File: src/rtl/cart_pkg.sv
package cart_pkg;
  typedef enum logic [1:0] {
    MIR_VERT  = 2'd0,
    MIR_HORZ  = 2'd1,
    MIR_ONE_A = 2'd2,
    MIR_ONE_B = 2'd3
  } mirror_e;

  localparam logic [3:0] IDX_CTRL = 4'hA;
  localparam logic [3:0] IDX_PRG  = 4'hB;
  localparam logic [3:0] IDX_CHR0 = 4'hC;

  localparam logic [6:0] STATUS_FIXED = 7'h64;

  localparam logic [15:0] RD_LO   = 16'h4800;
  localparam logic [15:0] RD_HI   = 16'h5FFF;
  localparam logic [15:0] RD_MASK = 16'h5800;
  localparam logic [15:0] RD_STAT = 16'h4800;
  localparam logic [15:0] RD_SND0 = 16'h5000;
  localparam logic [15:0] RD_SND1 = 16'h5800;
endpackage

File: src/rtl/cart_reg_file.sv
module cart_reg_file #(
  parameter int DW         = 8,
  parameter int PRG_BANK_W = 4,
  parameter int CHR_BANK_W = 4,
  parameter int CHR_WIN    = 4,
  parameter int SND_CH     = 2
) (
  input  logic                                  clk,
  input  logic                                  rst,
  input  logic                                  cpu_wr,
  input  logic [1:0]                            addr_top,
  input  logic [3:0]                            addr_idx,
  input  logic [DW-1:0]                         cpu_wdata,
  output logic [PRG_BANK_W-1:0]                 prg_bank,
  output logic [CHR_WIN-1:0][CHR_BANK_W-1:0]    chr_bank,
  output cart_pkg::mirror_e                     mirror,
  output logic                                  ext_en,
  output logic                                  wram_en,
  output logic [SND_CH-1:0]                     snd_wr,
  output logic [1:0]                            snd_reg,
  output logic [DW-1:0]                         snd_wdata
);
  import cart_pkg::*;

  localparam logic [PRG_BANK_W-1:0] PRG_RESET = PRG_BANK_W'(1);

  logic reg_win;
  assign reg_win = cpu_wr && (addr_top == 2'b10);

  // program bank for the lower window
  always_ff @(posedge clk) begin
    if (rst)
      prg_bank <= PRG_RESET;
    else if (reg_win && addr_idx == IDX_PRG)
      prg_bank <= cpu_wdata[PRG_BANK_W-1:0];
  end

  // control byte
  always_ff @(posedge clk) begin
    if (rst) begin
      mirror  <= MIR_VERT;
      ext_en  <= 1'b0;
      wram_en <= 1'b0;
    end else if (reg_win && addr_idx == IDX_CTRL) begin
      mirror  <= mirror_e'(cpu_wdata[1:0]);
      ext_en  <= cpu_wdata[2];
      wram_en <= cpu_wdata[3];
    end
  end

  // character bank per window
  for (genvar w = 0; w < CHR_WIN; w++) begin : g_chr
    logic hit;
    assign hit = reg_win && (addr_idx == 4'(IDX_CHR0 + 4'(w)));
    always_ff @(posedge clk) begin
      if (rst)
        chr_bank[w] <= '0;
      else if (hit)
        chr_bank[w] <= cpu_wdata[CHR_BANK_W-1:0];
    end
  end

  // sound channel strobes: four slots per channel from index 0 upward
  logic [SND_CH-1:0] snd_hit;
  for (genvar c = 0; c < SND_CH; c++) begin : g_snd
    assign snd_hit[c] = reg_win && (addr_idx[3:2] == 2'(c));
  end

  always_ff @(posedge clk) begin
    if (rst) begin
      snd_wr    <= '0;
      snd_reg   <= '0;
      snd_wdata <= '0;
    end else begin
      snd_wr    <= snd_hit;
      snd_reg   <= addr_idx[1:0];
      snd_wdata <= cpu_wdata;
    end
  end

  p_upper_ignored_r1: assert property (@(posedge clk) disable iff (rst)
    (cpu_wr && addr_top == 2'b11) |=> ($stable(prg_bank) && $stable(chr_bank)
                                       && $stable(mirror) && $stable(wram_en)));

  p_snd_needs_write_r2: assert property (@(posedge clk) disable iff (rst)
    (snd_wr != '0) |-> ($past(cpu_wr) && $past(addr_top) == 2'b10));

  p_snd_single_r2: assert property (@(posedge clk) disable iff (rst)
    $onehot0(snd_wr));
endmodule

File: src/rtl/cart_addr_map.sv
module cart_addr_map #(
  parameter int CPU_AW     = 16,
  parameter int PPU_AW     = 14,
  parameter int PRG_BANK_W = 4,
  parameter int PRG_OFF_W  = 14,
  parameter int CHR_BANK_W = 4,
  parameter int CHR_OFF_W  = 11,
  parameter int CHR_WIN    = 4
) (
  input  logic                                  clk,
  input  logic                                  rst,
  input  logic [CPU_AW-1:0]                     cpu_addr,
  input  logic                                  cpu_wr,
  input  logic                                  cpu_rd,
  input  logic [PPU_AW-1:0]                     ppu_addr,
  input  logic [PRG_BANK_W-1:0]                 prg_bank,
  input  logic [CHR_WIN-1:0][CHR_BANK_W-1:0]    chr_bank,
  input  cart_pkg::mirror_e                     mirror,
  input  logic                                  wram_en,
  output logic [PRG_BANK_W+PRG_OFF_W-1:0]       prg_addr,
  output logic [CHR_BANK_W+CHR_OFF_W-1:0]       chr_addr,
  output logic                                  chr_sel,
  output logic                                  nt_page,
  output logic                                  wram_sel,
  output logic                                  wram_we
);
  import cart_pkg::*;

  localparam int WIN_W = $clog2(CHR_WIN);
  localparam int PRG_W = PRG_BANK_W + PRG_OFF_W;
  localparam logic [PRG_BANK_W-1:0] LAST_BANK = '1;

  logic [PRG_BANK_W-1:0] prg_pick;
  logic [WIN_W-1:0]      win;
  logic                  nt_next;
  logic                  wram_hit;

  assign prg_pick = cpu_addr[PRG_OFF_W] ? LAST_BANK : prg_bank;
  assign win      = ppu_addr[CHR_OFF_W +: WIN_W];
  assign wram_hit = (cpu_addr[CPU_AW-1 -: 3] == 3'b011);

  always_comb begin
    unique case (mirror)
      MIR_VERT:  nt_next = ppu_addr[10];
      MIR_HORZ:  nt_next = ppu_addr[11];
      MIR_ONE_A: nt_next = 1'b0;
      default:   nt_next = 1'b1;
    endcase
  end

  always_ff @(posedge clk) begin
    if (rst) begin
      prg_addr <= '0;
      chr_addr <= '0;
      chr_sel  <= 1'b0;
      nt_page  <= 1'b0;
      wram_sel <= 1'b0;
      wram_we  <= 1'b0;
    end else begin
      prg_addr <= {prg_pick, cpu_addr[PRG_OFF_W-1:0]};
      chr_addr <= {chr_bank[win], ppu_addr[CHR_OFF_W-1:0]};
      chr_sel  <= ~ppu_addr[PPU_AW-1];
      nt_page  <= nt_next;
      wram_sel <= wram_hit && (cpu_rd || cpu_wr);
      wram_we  <= wram_hit && cpu_wr && wram_en;
    end
  end

  p_fixed_top_r5: assert property (@(posedge clk) disable iff (rst)
    cpu_addr[PRG_OFF_W] |=> (prg_addr[PRG_W-1 -: PRG_BANK_W] == LAST_BANK));

  p_wram_gate_r9: assert property (@(posedge clk) disable iff (rst)
    wram_we |-> ($past(wram_en) && $past(cpu_wr)));

  p_single_page_r4: assert property (@(posedge clk) disable iff (rst)
    (mirror == MIR_ONE_B && $stable(mirror)) |=> nt_page);
endmodule

File: src/rtl/cart_read_mux.sv
module cart_read_mux #(
  parameter int CPU_AW = 16,
  parameter int DW     = 8
) (
  input  logic              clk,
  input  logic              rst,
  input  logic              cpu_rd,
  input  logic [CPU_AW-1:0] cpu_addr,
  input  logic              cfg_switch,
  input  logic [DW-1:0]     snd0_rdata,
  input  logic [DW-1:0]     snd1_rdata,
  output logic [DW-1:0]     cpu_rdata
);
  import cart_pkg::*;

  logic              in_win;
  logic [CPU_AW-1:0] sel;
  logic [DW-1:0]     rd_next;

  assign in_win = (cpu_addr >= RD_LO) && (cpu_addr <= RD_HI);
  assign sel    = cpu_addr & RD_MASK;

  always_comb begin
    rd_next = '0;
    if (cpu_rd && in_win) begin
      if (sel == RD_STAT)      rd_next = {cfg_switch, STATUS_FIXED};
      else if (sel == RD_SND0) rd_next = snd0_rdata;
      else if (sel == RD_SND1) rd_next = snd1_rdata;
    end
  end

  always_ff @(posedge clk) begin
    if (rst) cpu_rdata <= '0;
    else     cpu_rdata <= rd_next;
  end

  p_idle_zero_r8: assert property (@(posedge clk) disable iff (rst)
    !cpu_rd |=> (cpu_rdata == '0));

  p_status_r7: assert property (@(posedge clk) disable iff (rst)
    (cpu_rd && cpu_addr[15:11] == 5'b01001) |=> (cpu_rdata[6:0] == STATUS_FIXED));
endmodule

File: src/rtl/cart_bank_ctrl.sv
module cart_bank_ctrl #(
  parameter int CPU_AW     = 16,
  parameter int DW         = 8,
  parameter int PPU_AW     = 14,
  parameter int PRG_BANK_W = 4,
  parameter int PRG_OFF_W  = 14,
  parameter int CHR_BANK_W = 4,
  parameter int CHR_OFF_W  = 11,
  parameter int CHR_WIN    = 4,
  parameter int SND_CH     = 2
) (
  input  logic                              clk,
  input  logic                              rst,
  input  logic [CPU_AW-1:0]                 cpu_addr,
  input  logic [DW-1:0]                     cpu_wdata,
  input  logic                              cpu_wr,
  input  logic                              cpu_rd,
  output logic [DW-1:0]                     cpu_rdata,
  input  logic [DW-1:0]                     snd0_rdata,
  input  logic [DW-1:0]                     snd1_rdata,
  input  logic                              cfg_switch,
  input  logic [PPU_AW-1:0]                 ppu_addr,
  output logic [PRG_BANK_W+PRG_OFF_W-1:0]   prg_addr,
  output logic [CHR_BANK_W+CHR_OFF_W-1:0]   chr_addr,
  output logic                              chr_sel,
  output logic                              nt_page,
  output logic [1:0]                        mirror_mode,
  output logic                              ext_attr_en,
  output logic                              wram_sel,
  output logic                              wram_we,
  output logic [SND_CH-1:0]                 snd_wr,
  output logic [1:0]                        snd_reg,
  output logic [DW-1:0]                     snd_wdata
);
  import cart_pkg::*;

  logic [PRG_BANK_W-1:0]               prg_bank;
  logic [CHR_WIN-1:0][CHR_BANK_W-1:0]  chr_bank;
  mirror_e                             mirror;
  logic                                wram_en;

  cart_reg_file #(
    .DW(DW), .PRG_BANK_W(PRG_BANK_W), .CHR_BANK_W(CHR_BANK_W),
    .CHR_WIN(CHR_WIN), .SND_CH(SND_CH)
  ) regs_i (
    .clk(clk), .rst(rst), .cpu_wr(cpu_wr),
    .addr_top(cpu_addr[CPU_AW-1 -: 2]), .addr_idx(cpu_addr[3:0]),
    .cpu_wdata(cpu_wdata),
    .prg_bank(prg_bank), .chr_bank(chr_bank), .mirror(mirror),
    .ext_en(ext_attr_en), .wram_en(wram_en),
    .snd_wr(snd_wr), .snd_reg(snd_reg), .snd_wdata(snd_wdata)
  );

  cart_addr_map #(
    .CPU_AW(CPU_AW), .PPU_AW(PPU_AW), .PRG_BANK_W(PRG_BANK_W),
    .PRG_OFF_W(PRG_OFF_W), .CHR_BANK_W(CHR_BANK_W), .CHR_OFF_W(CHR_OFF_W),
    .CHR_WIN(CHR_WIN)
  ) map_i (
    .clk(clk), .rst(rst), .cpu_addr(cpu_addr), .cpu_wr(cpu_wr),
    .cpu_rd(cpu_rd), .ppu_addr(ppu_addr), .prg_bank(prg_bank),
    .chr_bank(chr_bank), .mirror(mirror), .wram_en(wram_en),
    .prg_addr(prg_addr), .chr_addr(chr_addr), .chr_sel(chr_sel),
    .nt_page(nt_page), .wram_sel(wram_sel), .wram_we(wram_we)
  );

  cart_read_mux #(.CPU_AW(CPU_AW), .DW(DW)) rd_i (
    .clk(clk), .rst(rst), .cpu_rd(cpu_rd), .cpu_addr(cpu_addr),
    .cfg_switch(cfg_switch), .snd0_rdata(snd0_rdata),
    .snd1_rdata(snd1_rdata), .cpu_rdata(cpu_rdata)
  );

  assign mirror_mode = mirror;

  p_rst_bank_r10: assert property (@(posedge clk)
    $past(rst) && !rst |-> (prg_bank == PRG_BANK_W'(1) && snd_wr == '0 && cpu_rdata == '0));
endmodule

File: config.mk
export PLATFORM = sky130hd
export DESIGN_NAME = cart_bank_ctrl
export DESIGN_NICKNAME = d
export VERILOG_FILES = /design/src/rtl/cart_pkg.sv /design/src/rtl/cart_reg_file.sv /design/src/rtl/cart_addr_map.sv /design/src/rtl/cart_read_mux.sv /design/src/rtl/cart_bank_ctrl.sv
export SDC_FILE = /design/constraint.sdc
export NUM_CORES = 1
export LEC_CHECK = 0
export ABC_AREA = 1
export ABC_CLOCK_PERIOD_IN_PS = 2390
export CAP_MARGIN = 20
export CORE_MARGIN = 4
export CORE_UTILIZATION = 46
export CTS_CLUSTER_SIZE = 40
export DETAILED_ROUTE_END_ITERATION = 16
export GPL_ROUTABILITY_DRIVEN = 0
export PLACE_DENSITY_LB_ADDON = 0.08
export RECOVER_POWER = 50
export SYNTH_ARGS = -nofsm -noshare
export SYNTH_HDL_FRONTEND = slang
export SYNTH_SLANG_ARGS = --single-unit
File: constraint.sdc
create_clock -name clk -period 2.39 [get_ports clk]
set_clock_uncertainty 0.15 [all_clocks]
set_input_delay 0.5975 -clock clk [delete_from_list [all_inputs] [get_ports clk]]
set_output_delay 0.5975 -clock clk [all_outputs]
set_load 0.01 [all_outputs]
==> results of run 1 <==
critical path: stages:
cell	delay (ps)
sky130_fd_sc_hd__clkbuf_2	300
sky130_fd_sc_hd__clkbuf_1	1010
sky130_fd_sc_hd__nor3_1	140
how the worst max path moves through the flow:
| stage | start | endpoint | slack (ps) |
|---|---|---|---|
| CTS | regs_i.mirror[0] | mirror_mode[0] | 360 |
| detailed placement | cpu_addr[15] | regs_i.snd_wr[0] | 230 |
| finish | rst | map_i.nt_page | 350 |
| global route | rst | map_i.nt_page | 180 |
| global placement | cpu_wr | regs_i.snd_wr[0] | 280 |
| floorplan | cpu_addr[14] | regs_i.chr_bank[11] | 840 |
power by group:
part           internal, W  total [W]  switching, W
clock             0.000565    0.00101      0.000447
combinational     0.000185   0.000342      0.000157
sequential         0.00136    0.00137     0.0000109
kinds of logic after synthesis:
logic type | synth area share (%)
and+or+nand+nor | 28.5
DFF | 54.2
buffers and inverters | 10.8
AOI/OAI and AO/OA | 6.52
routing by layer:
layer / global-route usage [%] / vias to the layer above
li1: - / 1408
met1: 23.1 / 1178
met2: 31.0 / 89
met3: 4.14 / 9
met4: 10.2 / 0
met5: 0 / -
per-stage QoR:
stage	util, %	setup slack, ps	power [W]	cells	area (sq um)
after floorplan	-	838	0.00154	381	2920
after global placement	68.8	277	0.00174	565	4140
after detailed placement	68.8	231	0.00175	565	4140
after CTS	72.2	364	0.00276	581	4350
after global routing	71.8	176	0.00285	581	4330
final	71.8	346	0.00272	581	4330
layout make-up:
cell class | instances | area, sq um | area share, %
Clock buffer | 13 | 169 | 3.90
Sequential cell | 79 | 1580 | 36.5
Inverter | 60 | 225 | 5.20
Clock inverter | 3 | 40.0 | 0.925
Tap cell | 75 | 93.8 | 2.17
Timing Repair Buffer | 124 | 1210 | 28.0
Multi-Input combinational cell | 227 | 1010 | 23.3
cell usage after synthesis (4+ instances only):
| cell type | n | area share, % |
|---|---|---|
| sky130_fd_sc_hd__a21oi_1 | 24 | 4.1 |
| sky130_fd_sc_hd__buf_1 | 4 | 0.51 |
| sky130_fd_sc_hd__buf_2 | 5 | 0.86 |
| sky130_fd_sc_hd__buf_4 | 5 | 1.3 |
| sky130_fd_sc_hd__dfxtp_1 | 79 | 54 |
| sky130_fd_sc_hd__inv_1 | 58 | 7.5 |
| sky130_fd_sc_hd__nand2_1 | 64 | 8.2 |
| sky130_fd_sc_hd__nand3_1 | 22 | 3.8 |
| sky130_fd_sc_hd__nand4_1 | 9 | 1.9 |
| sky130_fd_sc_hd__nor2_1 | 81 | 10 |
| sky130_fd_sc_hd__nor2_2 | 4 | 0.86 |
| sky130_fd_sc_hd__nor2_4 | 4 | 1.5 |
| sky130_fd_sc_hd__o211ai_1 | 4 | 1.0 |
| sky130_fd_sc_hd__o21ai_0 | 8 | 1.4 |
==> parameters.txt, run 1 <==
Parameter                              Value

CTS
  Clock latency of the later-clocked register in the worst-skew pair    between 300 and 400 ps
  Number of post-CTS setup repair buffers    0
  Buffer type at the clock tree root    sky130_fd_sc_hd__clkbuf_8
  Number of cells upsized or downsized after cts    0
  Depth of the CTS H-tree    3
  Hold-fix buffers, CTS    0
  CTS tree    built
  Count of clock tree sinks    about 80
  Maximum buffer depth of the clock tree    2
  Clock input transition at the sequential cells of the worst setup and hold paths    roughly 80 ps
  TritonCTS buffer count    9

Synthesis
  Synthesized net count    440
  Async S/R FF share, synth    0%
  Yosys cell types    21
  Synth Instances    about 380
  EDFF count, synth    0
  Syn_area_per_cell    7.65 sq um
  Synthesis Warnings    0
  Summed instance area of the synthesized netlist    approximately 2900 sq um
  #FFs+latches synth    around 80
  Post-synth top flop    sky130_fd_sc_hd__dfxtp_1
  Sequential share of the synthesized area    between 50% and 60%

Routing
  Total DRC errors in the routed layout    0
  First-pass DRT Iterations    4
  Total Routed Length    7.12 mm
  Routed length on met3    around 590 um
  Met2 wire length    around 3.3 mm
  Count of routing violations after the opening detailed-route iteration    between 100 and 150
  Top Metal Used    met4
  Length of routed wiring on met1    roughly 3.1 mm
  Number of routed nets with antenna violations    0
  Avg WL per Cell    around 12 um
  Via count normalized by instance count    4.62
  Total number of vias    about 2700

Final layout
  Largest register by flop count    map_i.prg_addr
  Antenna diode count    0
  Number of flip-flops under the largest register name    17
  Top Registers    map_i.prg_addr: 17 flops, regs_i.chr_bank: 16 flops, map_i.chr_addr: 15 flops
  Fillers    roughly 500
  Commonest cells after routing, fill and taps aside    sky130_fd_sc_hd__clkdlybuf4s50_1, sky130_fd_sc_hd__nor2_1, sky130_fd_sc_hd__dfxtp_1, sky130_fd_sc_hd__nand2_1, sky130_fd_sc_hd__inv_1
  Most common cell after layout, fill and taps aside    sky130_fd_sc_hd__clkdlybuf4s50_1
  Area growth, synth to finish    48.4%
  Share of final-layout standard cells stronger than drive strength 1    under 10%
  Number of nets in the layout    560

Die
  Width of the chip    between 80 and 90 um
  Floorplan die height    slightly below 90 um
  Initial cell density of the core    around half
  Die ar.    about 7700 sq um
  Core region area    approximately 6000 sq um
  I/O pin count    ~120
  Placement row count    28

Power and ir drop
  Peak supply drop    between 300 and 400 uV
  Leakage power    roughly 1.9 nW
  Cell Pwr Density    between 600 and 700 nW/um^2

Worst setup path
  Critical Path RT    2410 ps
  Arrival time of data at the critical path endpoint    between 2000 and 2500 ps
  Critical path class    in2reg
  CP Capture Type    flop
  Crit path max fanout    32
  Number of cells on the worst reg-to-reg path    4
  Critical Path Start Type    input port
  Capture instance of the worst register-to-register path    map_i.chr_addr[14]
  Worst setup slack for register-to-register paths    ~1400 ps
  Worst flop-to-flop path startpoint    regs_i.chr_bank[11]

STA
  Actual slew at the worst max-slew pin    about 1300 ps
  Setup repair after global routing missed its margin    false
  Share of the clock period used by the worst path after layout    between 80% and 90%
  Hold_ws    about 300 ps
  Peak clock frequency supported by timing    just under 500 MHz
  Final Setup Violations    0
  Max Transition Viols Final    0
  Number of hold-slack violations in the final timing report    0
  Total negative slack for setup checks    0 ps
  Max_slew headroom    a little under an eighth
  Fin crit period    roughly 2000 ps

Status
  Run status    finished, final reports clean

Global routing
  First-pass GRT wire length    roughly 11 mm
  Initial antenna violation count    0
  Vias in the first global route    2498
  GRT Util Overall    between 10% and 20%
  Sum of overflow across all layers after global routing    0
  Maximum number of pins on one net before global-route repair    33

Min path
  Type of the worst min-delay path    reg2reg
  Hold Crit Endpoint    map_i.wram_we
  Count of cells along the worst hold path    2
  Hold Path Origin    regs_i.wram_en

Placement
  Port Buffer Count    around 120
  DP Wirelength    approximately 5.3 mm

Flow run
  Max-cap violation count    0
Note: power is estimated with default switching activity, not from simulation.
==> inputs of run 2 (changes only) <==
--- a/config.mk
+++ b/config.mk
@@ -6,10 +6,11 @@
 export NUM_CORES = 1
 export LEC_CHECK = 0
 export ABC_AREA = 1
-export ABC_CLOCK_PERIOD_IN_PS = 2390
+export ABC_CLOCK_PERIOD_IN_PS = 2200
 export CAP_MARGIN = 20
+export CORE_ASPECT_RATIO = 0.75
 export CORE_MARGIN = 4
-export CORE_UTILIZATION = 46
+export CORE_UTILIZATION = 30
 export CTS_CLUSTER_SIZE = 40
 export DETAILED_ROUTE_END_ITERATION = 16
 export GPL_ROUTABILITY_DRIVEN = 0
==> constraint.sdc (replaced) <==
create_clock -name clk -period 2.2 [get_ports clk]
set_clock_uncertainty 0.15 [all_clocks]
set_input_delay 0.55 -clock clk [delete_from_list [all_inputs] [get_ports clk]]
set_output_delay 0.55 -clock clk [all_outputs]
set_load 0.01 [all_outputs]
==> parameters.txt, run 2 (same netlist as run 1, synthesis figures left out) <==
Parameter                              Value

Final layout
  Area growth, synth to finish    55.9%
  Top Registers    map_i.prg_addr: 17 flops, regs_i.chr_bank: 16 flops, map_i.chr_addr: 15 flops
  Number of flip-flops under the largest register name    17 (unchanged)
  Most common cell after layout, fill and taps aside    sky130_fd_sc_hd__clkdlybuf4s50_1
  Antenna diode count    0 (unchanged)
  Number of nets in the layout    564 (+0.71%)
  Largest register by flop count    map_i.prg_addr
  Commonest cells after routing, fill and taps aside    sky130_fd_sc_hd__clkdlybuf4s50_1, sky130_fd_sc_hd__nor2_1, sky130_fd_sc_hd__dfxtp_1, sky130_fd_sc_hd__nand2_1, sky130_fd_sc_hd__inv_1
  Share of final-layout standard cells stronger than drive strength 1    6.47% (+0.94 points)

Min path
  Type of the worst min-delay path    reg2reg

Power and ir drop
  Leakage power    1.98 nW (+3.3%)
  Final Total Pwr    0.00349 W (+28%)
  Peak supply drop    321 uV (-6.3%)
  Cell Pwr Density    768 nW/um^2 (+22%)

CTS
  Number of cells upsized or downsized after cts    0 (unchanged)
  Count of clock tree sinks    79 (unchanged)
  Clock latency of the later-clocked register in the worst-skew pair    330 ps (about the same)
  CTS tree    built
  Clock input transition at the sequential cells of the worst setup and hold paths    60 ps (-20 ps)
  Number of post-CTS setup repair buffers    0 (unchanged)
  Hold-fix buffers, CTS    0 (unchanged)
  Maximum buffer depth of the clock tree    2 (unchanged)
  Buffer type at the clock tree root    sky130_fd_sc_hd__clkbuf_16
  TritonCTS buffer count    9 (unchanged)
  Depth of the CTS H-tree    3 (unchanged)

Worst setup path
  Capturing element of the worst setup path    rd_i.cpu_rdata[7]
  Worst flop-to-flop path startpoint    regs_i.chr_bank[11]
  Number of cells on the worst reg-to-reg path    4 (unchanged)
  Depth of the critical timing path with buffers and inverters included    6 (+3)
  Crit path max fanout    8 (-75%)
  Critical Path RT    2330 ps (-80 ps)
  Critical path class    in2reg
  Delay of the slowest cell on the worst path    690 ps (-320 ps)
  CP Capture Type    flop
  Arrival time of data at the critical path endpoint    2100 ps (+40 ps)
  Most frequent CP cell    sky130_fd_sc_hd__nand2_1
  Critical Path Start Type    input port
  CP Cell Sequence    dlygate4sd3_1, nand2_1, nor2_1, nand2_1, nand3_1, and2_1
  Dominant delay contributor by cell family on the critical path    simple AND/OR/NAND/NOR gates
  Capture instance of the worst register-to-register path    map_i.chr_addr[14]
  Slowest-stage cell, CP    sky130_fd_sc_hd__dlygate4sd3_1
  Crit path from    cpu_addr[14]
  Worst setup slack for register-to-register paths    1250 ps (-190 ps)
  WP buf/inv    1 (-1)

Flow run
  Max-cap violation count    0 (unchanged)

STA
  Peak clock frequency supported by timing    roughly 500 MHz
  Share of the clock period used by the worst path after layout    between 80% and 90%
  Number of hold-slack violations in the final timing report    0 (unchanged)
  Final Setup Violations    0 (unchanged)
  Setup repair after global routing missed its margin    false
  Fin crit period    around 2000 ps
  Max_slew headroom    38.3% (+26 points)
  Actual slew at the worst max-slew pin    925 ps (-396 ps)
  Total negative slack for setup checks    0 ps (unchanged)
  Max Transition Viols Final    0 (unchanged)

Die
  Initial cell density of the core    31.5% (-17 points)
  I/O pin count    119 (unchanged)
  Die ar.    11400 sq um (+48%)
  Placement row count    30 (+7.1%)
  Width of the chip    122 um (+39%)
  Floorplan die height    93.4 um (+6.6%)
  Core region area    9270 sq um (+54%)

Placement
  Port Buffer Count    118 (unchanged)
  DP Wirelength    5.67 mm (+6.0%)

Routing
  Via count normalized by instance count    4.18 (-9.4%)
  Total number of vias    2669 (-0.56%)
  First-pass DRT Iterations    4 (unchanged)
  Avg WL per Cell    11.9 um (-2.9%)
  Count of routing violations after the opening detailed-route iteration    102 (unchanged)
  Total DRC errors in the routed layout    0 (unchanged)
  Total Routed Length    7.59 mm (+6.6%)
  Number of routed nets with antenna violations    0 (unchanged)

Global routing
  Sum of overflow across all layers after global routing    0 (unchanged)
  Maximum number of pins on one net before global-route repair    46 (+39%)
  GRT Util Overall    14.2% (-4.7 points)
  First-pass GRT wire length    12.7 mm (+12%)
  Vias in the first global route    2636 (+5.5%)
  Initial antenna violation count    0 (unchanged)

Status
  Run status    finished, final reports clean
run 2: cell types whose count changed in the layout (fill, tap and decap cells not counted), moves of 2 or more:
cell	previous run	this run
sky130_fd_sc_hd__buf_4	3	7
sky130_fd_sc_hd__clkbuf_8	12	2
sky130_fd_sc_hd__dlygate4sd3_1	10	2
sky130_fd_sc_hd__clkdlybuf4s50_1	107	115
sky130_fd_sc_hd__clkbuf_16	0	9
sky130_fd_sc_hd__clkinvlp_4	0	2
sky130_fd_sc_hd__nor2_2	1	3
run 2: final cells by class:
cell class | count | area [sq um]
multi-input cells | 227 | 1010
fillers | 968 | 4730
inverters | 60 | 225
clock inverters | 5 | 80.1
repair buffers | 128 | 1240
flip-flops and latches | 79 | 1580
well taps | 128 | 160
clock buffers | 11 | 253
run 2: per-stage QoR:
stage / area [sq um] / util, % / setup slack (ps) / cells / hold WS, ps
detailed placement: 4240 / 45.7 / 83.4 / 622 / 307
global route: 4550 / 49.0 / 110 / 638 / 340
floorplan: 2920 / - / 695 / 381 / 279
global placement: 4240 / 45.7 / 108 / 622 / 300
CTS: 4570 / 49.3 / 247 / 638 / 324
finish: 4550 / 49.0 / 225 / 638 / 322
run 2: worst min-delay path by stage:
stage	startpoint	endpoint	slack (ps)	depth (start not counted)
6_report	regs_i.prg_bank[1]	map_i.prg_addr[15]	320	2
5_1_grt	regs_i.wram_en	map_i.wram_we	340	2
3_5_place_dp	regs_i.prg_bank[1]	map_i.prg_addr[15]	310	2
2_1_floorplan	regs_i.prg_bank[0]	regs_i.prg_bank[0]	280	2
4_1_cts	regs_i.wram_en	map_i.wram_we	320	2
3_3_place_gp	regs_i.prg_bank[0]	regs_i.prg_bank[0]	300	2
run 2: tightest hold or removal path, delay by kind of cell (launching register included):
kind | cells | cell delay, ps
flops | 1 | 320
simple gates | 2 | 110
run 2: report_power, final:
| part | switching [W] | internal (W) | total, W |
|---|---|---|---|
| Combinational | 0.000170 | 0.000207 | 0.000377 |
| Sequential | 0.0000129 | 0.00148 | 0.00149 |
| Clock | 0.000569 | 0.00105 | 0.00162 |
| Total | 0.000752 | 0.00274 | 0.00349 |
run 2: per-layer routing:
| metal | track usage, % | wire length (um) | up-vias |
|---|---|---|---|
| met4 | 4.10 | 60 | 0 |
| met1 | 19.0 | 3580 | 1178 |
| met2 | 21.1 | 3360 | 72 |
| met3 | 5.80 | 590 | 7 |
| met5 | 0 | 0 | - |
| li1 | - | - | 1412 |
==> inputs of run 3 (changes only) <==
--- a/config.mk
+++ b/config.mk
@@ -13,7 +13,7 @@
 export CORE_UTILIZATION = 30
 export CTS_CLUSTER_SIZE = 40
 export DETAILED_ROUTE_END_ITERATION = 16
-export GPL_ROUTABILITY_DRIVEN = 0
+export GPL_ROUTABILITY_DRIVEN = 1
 export PLACE_DENSITY_LB_ADDON = 0.08
 export RECOVER_POWER = 50
 export SYNTH_ARGS = -nofsm -noshare
==> results of run 3 <==
No change in the layout: final DEF, timing and power equal those of run 2.
